===== config.mk =====
export PLATFORM = sky130hd
export DESIGN_NAME = intack_sequencer
export DESIGN_NICKNAME = d
export VERILOG_FILES = /design/src/rtl/intack_pkg.sv /design/src/rtl/intack_ctrl.sv /design/src/rtl/intack_dpath.sv /design/src/rtl/intack_sequencer.sv
export SDC_FILE = /design/constraint.sdc
export NUM_CORES = 1
export LEC_CHECK = 0
export BUFFER_PORTS_ARGS = -buffer_cell sky130_fd_sc_hd__buf_4
export CORE_UTILIZATION = 43
export DETAILED_ROUTE_END_ITERATION = 16
export GPL_TIMING_DRIVEN = 1
export PLACE_DENSITY = 0.82
export SYNTH_ARGS = -nofsm -noshare
export SYNTH_HDL_FRONTEND = slang
export SYNTH_SLANG_ARGS = --single-unit

===== constraint.sdc =====
create_clock -name clk -period 1.3 [get_ports clk]
set_input_delay 0.195 -clock clk [delete_from_list [all_inputs] [get_ports clk]]
set_output_delay 0.195 -clock clk [all_outputs]
set_load 0.05 [all_outputs]

===== src/rtl/intack_pkg.sv =====
package intack_pkg;

  typedef enum logic [2:0] {
    S_IDLE = 3'd0,
    S_T1   = 3'd1,
    S_T2   = 3'd2,
    S_TW1  = 3'd3,
    S_TW2  = 3'd4,
    S_TWX  = 3'd5,
    S_T3   = 3'd6,
    S_T4   = 3'd7
  } ackState_t;

  // strobes from control to datapath and pins
  typedef struct packed {
    logic take;   // request accepted on this edge
    logic latch;  // capture data bus on this edge
    logic m1;     // cycle marker active
    logic iorq;   // I/O request active
  } ackStrobe_t;

endpackage


===== src/rtl/intack_ctrl.sv =====
module intack_ctrl
  import intack_pkg::*;
(
  input  logic       clk,
  input  logic       rstN,
  input  logic       intN,
  input  logic       busReqN,
  input  logic       instrEnd,
  input  logic       waitN,
  input  logic       ieFlag,
  output ackStrobe_t strb
);

  ackState_t state, stateNext;

  always_comb begin
    strb.take  = (state == S_IDLE) && instrEnd && !intN && ieFlag && busReqN;
    strb.latch = ((state == S_TW2) || (state == S_TWX)) && waitN;
    strb.m1    = (state == S_T1) || (state == S_T2) || (state == S_TW1) ||
                 (state == S_TW2) || (state == S_TWX);
    strb.iorq  = (state == S_TW1) || (state == S_TW2) || (state == S_TWX);
  end

  always_comb begin
    stateNext = state;
    case (state)
      S_IDLE:        if (strb.take) stateNext = S_T1;
      S_T1:          stateNext = S_T2;
      S_T2:          stateNext = S_TW1;
      S_TW1:         stateNext = S_TW2;
      S_TW2, S_TWX:  stateNext = waitN ? S_T3 : S_TWX;
      S_T3:          stateNext = S_T4;
      S_T4:          stateNext = S_IDLE;
      default:       stateNext = S_IDLE;
    endcase
  end

  always_ff @(posedge clk) begin
    if (!rstN) state <= S_IDLE;
    else       state <= stateNext;
  end

  // a cleared enable flag keeps the sequencer idle
  p_masked_r3: assert property (@(posedge clk) disable iff (!rstN)
    (state == S_IDLE && !ieFlag) |=> (state == S_IDLE));

  // a pending bus request keeps the sequencer idle
  p_busreq_r4: assert property (@(posedge clk) disable iff (!rstN)
    (state == S_IDLE && !busReqN) |=> (state == S_IDLE));

  // no instruction boundary, no acknowledge cycle
  p_end_only_r2: assert property (@(posedge clk) disable iff (!rstN)
    (state == S_IDLE && !instrEnd) |=> (state == S_IDLE));

endmodule


===== src/rtl/intack_dpath.sv =====
module intack_dpath
  import intack_pkg::*;
#(
  parameter int VEC_W = 8
) (
  input  logic             clk,
  input  logic             rstN,
  input  ackStrobe_t       strb,
  input  logic             ieSet,
  input  logic [VEC_W-1:0] dataIn,
  output logic [VEC_W-1:0] vector,
  output logic             accept,
  output logic             ieFlag
);

  always_ff @(posedge clk) begin
    if (!rstN) begin
      vector <= '0;
      accept <= 1'b0;
    end else begin
      accept <= strb.latch;
      if (strb.latch) vector <= dataIn;
    end
  end

  always_ff @(posedge clk) begin
    if (!rstN)          ieFlag <= 1'b0;
    else if (strb.take) ieFlag <= 1'b0;
    else if (ieSet)     ieFlag <= 1'b1;
  end

  // taking a request leaves the flag cleared
  p_ie_clear_r10: assert property (@(posedge clk) disable iff (!rstN)
    strb.take |=> !ieFlag);

  // accept lasts one clock
  p_accept_single_r9: assert property (@(posedge clk) disable iff (!rstN)
    accept |=> !accept);

  // vector only moves on a capture edge
  p_vec_hold_r9: assert property (@(posedge clk) disable iff (!rstN)
    !strb.latch |=> $stable(vector));

endmodule


===== src/rtl/intack_sequencer.sv =====
module intack_sequencer
  import intack_pkg::*;
#(
  parameter int VEC_W = 8
) (
  input  logic             clk,
  input  logic             rstN,
  input  logic             intN,
  input  logic             busReqN,
  input  logic             instrEnd,
  input  logic             ieSet,
  input  logic             waitN,
  input  logic [VEC_W-1:0] dataIn,
  output logic             m1N,
  output logic             iorqN,
  output logic             mreqN,
  output logic             rdN,
  output logic [VEC_W-1:0] vector,
  output logic             accept,
  output logic             ieFlag
);

  ackStrobe_t strb;

  intack_ctrl uCtrl (
    .clk      (clk),
    .rstN     (rstN),
    .intN     (intN),
    .busReqN  (busReqN),
    .instrEnd (instrEnd),
    .waitN    (waitN),
    .ieFlag   (ieFlag),
    .strb     (strb)
  );

  intack_dpath #(.VEC_W(VEC_W)) uDpath (
    .clk    (clk),
    .rstN   (rstN),
    .strb   (strb),
    .ieSet  (ieSet),
    .dataIn (dataIn),
    .vector (vector),
    .accept (accept),
    .ieFlag (ieFlag)
  );

  assign m1N   = ~strb.m1;
  assign iorqN = ~strb.iorq;
  assign mreqN = 1'b1;
  assign rdN   = 1'b1;

  // once asserted, I/O request covers both automatic waits
  p_two_waits_r7: assert property (@(posedge clk) disable iff (!rstN)
    $fell(iorqN) |=> !iorqN);

  // the cycle marker ends exactly when the vector is announced
  p_marker_end_r9: assert property (@(posedge clk) disable iff (!rstN)
    $rose(m1N) |-> accept);

endmodule


==> impl_summary.md <==
Status
The run finished, with violations left. The final reports fail on negative setup slack.

Timing
The clock skew after layout is 0.00368 ns. Setup repair after global routing could not meet its margin everywhere. Setup violations remaining at the end of the flow were counted as 2.

The maximum clock frequency is 717 MHz. The worst path uses 107% of the clock period. The final-report hold violation count is 0.

Counting I/O delays and the setup requirement, the final critical path takes 1.40 ns. The count of final max-slew check failures is 0. Setup slack on the critical path of the routed design comes to -0.0956 ns.

Synthesis
The post-synthesis simple-gate area fraction is 23.5%. By area, the combinational part of the netlist is dominated by simple AND/OR/NAND/NOR gates. After synthesis, the share of cell area in mux cells is 13.3%. The count of cell types in the netlist is 23.

The cell area after technology mapping is 602 µm². Sequential cells were found to cover 43.2% of the synthesized design area. The post-synthesis average cell area is 9.40 µm². During synthesis, Yosys emitted a total of 0 warnings.

The adder and majority gate portion of the synthesized area is 0%. Summing the areas of all compound-gate instances in the mapped netlist gives 9.15% of the synthesized area. The synthesized netlist devotes 0% of its cell area to XOR and XNOR gates. Synthesis produced a netlist whose cell count is 64. In this run, synthesis produced a sequential element count of 13.

Route
After the first detailed-routing iteration, the DRC count stood at 1. After detailed routing, the number of vias per cell comes to 4.85. The total length of routed wires is 1180 µm. The first detailed-routing pass took 2 iterations. For this run, design rule violations remaining after detail routing come to 0. The number of vias after detailed routing is 519. The antenna violation net count after detailed routing is 0. Dividing the detail-routed wire length by the instance count gives 11.0 µm.

Global routing
The total track usage is 17.8%. The number of antenna violations at the first check in global routing is 0. The via count of the first global-routing pass is 465.

The first global-routing pass estimated 1860 µm of wire. After global routing the overflow that remains totals 0. The pin count of the biggest net entering global routing is 24.

Power
The worst vdd rail ir drop is 0.000658 V. The ratio of total power to cell area is 898 nW/µm². The total power after layout is 761 µW.

The static leakage is 0.000395 µW.

Placed design
Summed over all nets, the half-perimeter wirelength after detailed placement is 852 µm. Counting tap cells, the placed design contains a total of 101 instances. The global placement routability congestion is 0.651.

After detailed placement, the total cell area comes to 781 µm². Buffers placed on the I/O ports in this run total 26.

Clock tree
Clock latency on the worst-skew pair, taken at its later pin, is 0.27 ns. The H-tree depth is 1. The clock edge transition at the registers on the reported setup and hold paths is 0.08 ns. The clock tree from TritonCTS is done. Hold repair after CTS inserted 0 buffers. No sink is reached through more buffers than the 2 on the longest clock path. Counting the buffers created by CTS gives 3. The clock sink count is 13. The root cell of the clock tree is sky130_fd_sc_hd__clkbuf_4.

Run
The tool flagged a number of max-cap violations equal to 0.

Worst setup path
The required time at the worst-slack endpoint is 1.11 ns. The biggest fanout along the worst timing path is 5. The element type at the critical path end is an output pin. The arrival time reported for the critical path endpoint is 1.20 ns. The setup path with the least slack is of type flip-flop to output pin.

STA classifies the critical path startpoint as a flip-flop.

Floorplanning
The die width is 39.4 µm. The vertical die dimension is 39.4 µm. The full die area is 1550 µm².

The starting utilization of the core area is 46.2%. The floorplan step defined a core boundary enclosing 1300 µm². In this run the count of I/O pins placed on the die edge is 29. After floorplanning, the core was divided into 13 placement rows.

Finish
The count of inserted antenna diode cells is 0. In the layout the commonest cells are sky130_fd_sc_hd__buf_4, sky130_fd_sc_hd__nand2_1, sky130_fd_sc_hd__dfxtp_1, sky130_fd_sc_hd__mux2i_1. After routing the design area is 847 µm². The share of layout cells above drive strength 1 is 41.3%. The final cell utilization of the core is 65.1%. The library cell used most frequently in the layout, excluding fill and tap cells, is sky130_fd_sc_hd__buf_4.

The number of standard cells in the final layout excluding fillers is 107. At the end of the flow, the number of nets in the layout was 108. Relative to the synthesized area, the layout overhead comes to 40.7%.

Worst hold path
The class of the worst hold path is input port to flip-flop.
-- layout make-up --
class                           count  area (µm²)
Multi-Input combinational cell     44         299
Timing Repair Buffer               30         236
Tap cell                           15        18.8
Inverter                            1        3.75
Fill cell                         119         454
Clock buffer                        4        26.3
Sequential cell                    13         263
-- metrics by stage --
| stage | TNS [ns] | hold slack [ns] | setup slack [ns] |
|---|---|---|---|
| 2_1_floorplan | 0 | 0.337 | 0.0480 |
| 3_3_place_gp | 0 | 0.443 | 0.111 |
| 3_5_place_dp | 0 | 0.457 | 0.100 |
| 4_1_cts | -0.198 | 0.167 | -0.0995 |
| 5_1_grt | -0.278 | 0.168 | -0.149 |
| 6_report | -0.154 | 0.174 | -0.0956 |
-- cells in the mapped netlist --
cell                       instances  area (µm²)
sky130_fd_sc_hd__a211o_1           1        8.76
sky130_fd_sc_hd__a21boi_0          1        7.51
sky130_fd_sc_hd__a21o_1            1        7.51
sky130_fd_sc_hd__a21oi_1           2        10.0
sky130_fd_sc_hd__and2_1            1        6.26
sky130_fd_sc_hd__and3b_1           3        26.3
sky130_fd_sc_hd__and4b_1           1        10.0
sky130_fd_sc_hd__and4bb_2          1        12.5
sky130_fd_sc_hd__buf_2             1        5.00
sky130_fd_sc_hd__buf_4             2        15.0
sky130_fd_sc_hd__buf_6             3        33.8
sky130_fd_sc_hd__clkbuf_1          1        3.75
sky130_fd_sc_hd__conb_1            1        3.75
sky130_fd_sc_hd__dfxtp_1          13         260
sky130_fd_sc_hd__inv_1             1        3.75
sky130_fd_sc_hd__mux2i_1           8        80.1
sky130_fd_sc_hd__nand2_1          16        60.1
sky130_fd_sc_hd__nor2b_1           1        6.26
sky130_fd_sc_hd__nor3_1            1        5.00
sky130_fd_sc_hd__nor3b_1           2        15.0
sky130_fd_sc_hd__o21a_1            1        7.51
sky130_fd_sc_hd__o21ai_0           1        5.00
sky130_fd_sc_hd__o31a_1            1        8.76
-- flip-flops by register name (all words and copies together), names as in the netlist --
register and flops:
uCtrl.state 3, uDpath.ieFlag 1, uDpath.accept 1, uDpath.vector 8
-- layer usage --
metal | global-route usage (%) | part of all wire, %
met5 | 0 | 0
met1 | 23.0 | 44
met4 | 10.3 | 0.43
met3 | 1.70 | 3.7
met2 | 28.3 | 52
-- worst paths after layout --
kind	from	end	slack (ns)	cells after the start
max	uCtrl.state[2]$_SDFFE_PN0P_	iorqN	-0.1	4
min	dataIn[4]	uDpath.vector[4]$_SDFFE_PN0P_	0.17	3
max reg2reg	uCtrl.state[1]$_SDFFE_PN0P_	uDpath.vector[7]$_SDFFE_PN0P_	0.11	2
min reg2reg	uDpath.vector[0]$_SDFFE_PN0P_	uDpath.vector[0]$_SDFFE_PN0P_	0.46	2
-- cells by family (layout without fill, tap and decap cells) --
family,after synthesis,count (layout)
and+or+nand+nor,26,26
DFF,13,13
muxes,8,8
AOI/OAI and AO/OA,8,8
other,1,2
buffers and inverters,8,35
-- worst max-delay path, cell delays in order, from the launching register on --
cell and delay [ns]:
sky130_fd_sc_hd__dfxtp_2 0.34, sky130_fd_sc_hd__buf_6 0.11, sky130_fd_sc_hd__and3b_1 0.20, sky130_fd_sc_hd__a21oi_2 0.12
sky130_fd_sc_hd__buf_6 0.17
-- power by group --
| group | internal, µW | leakage (µW) | total, µW | switching (µW) |
|---|---|---|---|---|
| registers | 403 | 0.000106 | 408 | 4.75 |
| clock network | 119 | 0.0000150 | 247 | 128 |
| logic | 49.3 | 0.000274 | 106 | 57.2 |
| total | 571 | 0.000395 | 761 | 190 |
-- repair_timing --
item / 4_1_cts / 5_1_grt
setup buffers: 2 / 0
gates cloned: 0 / 0
setup endpoints to repair: 2 / 2
gates resized for setup: 5 / 2
Power figures use the tool's default switching activity.
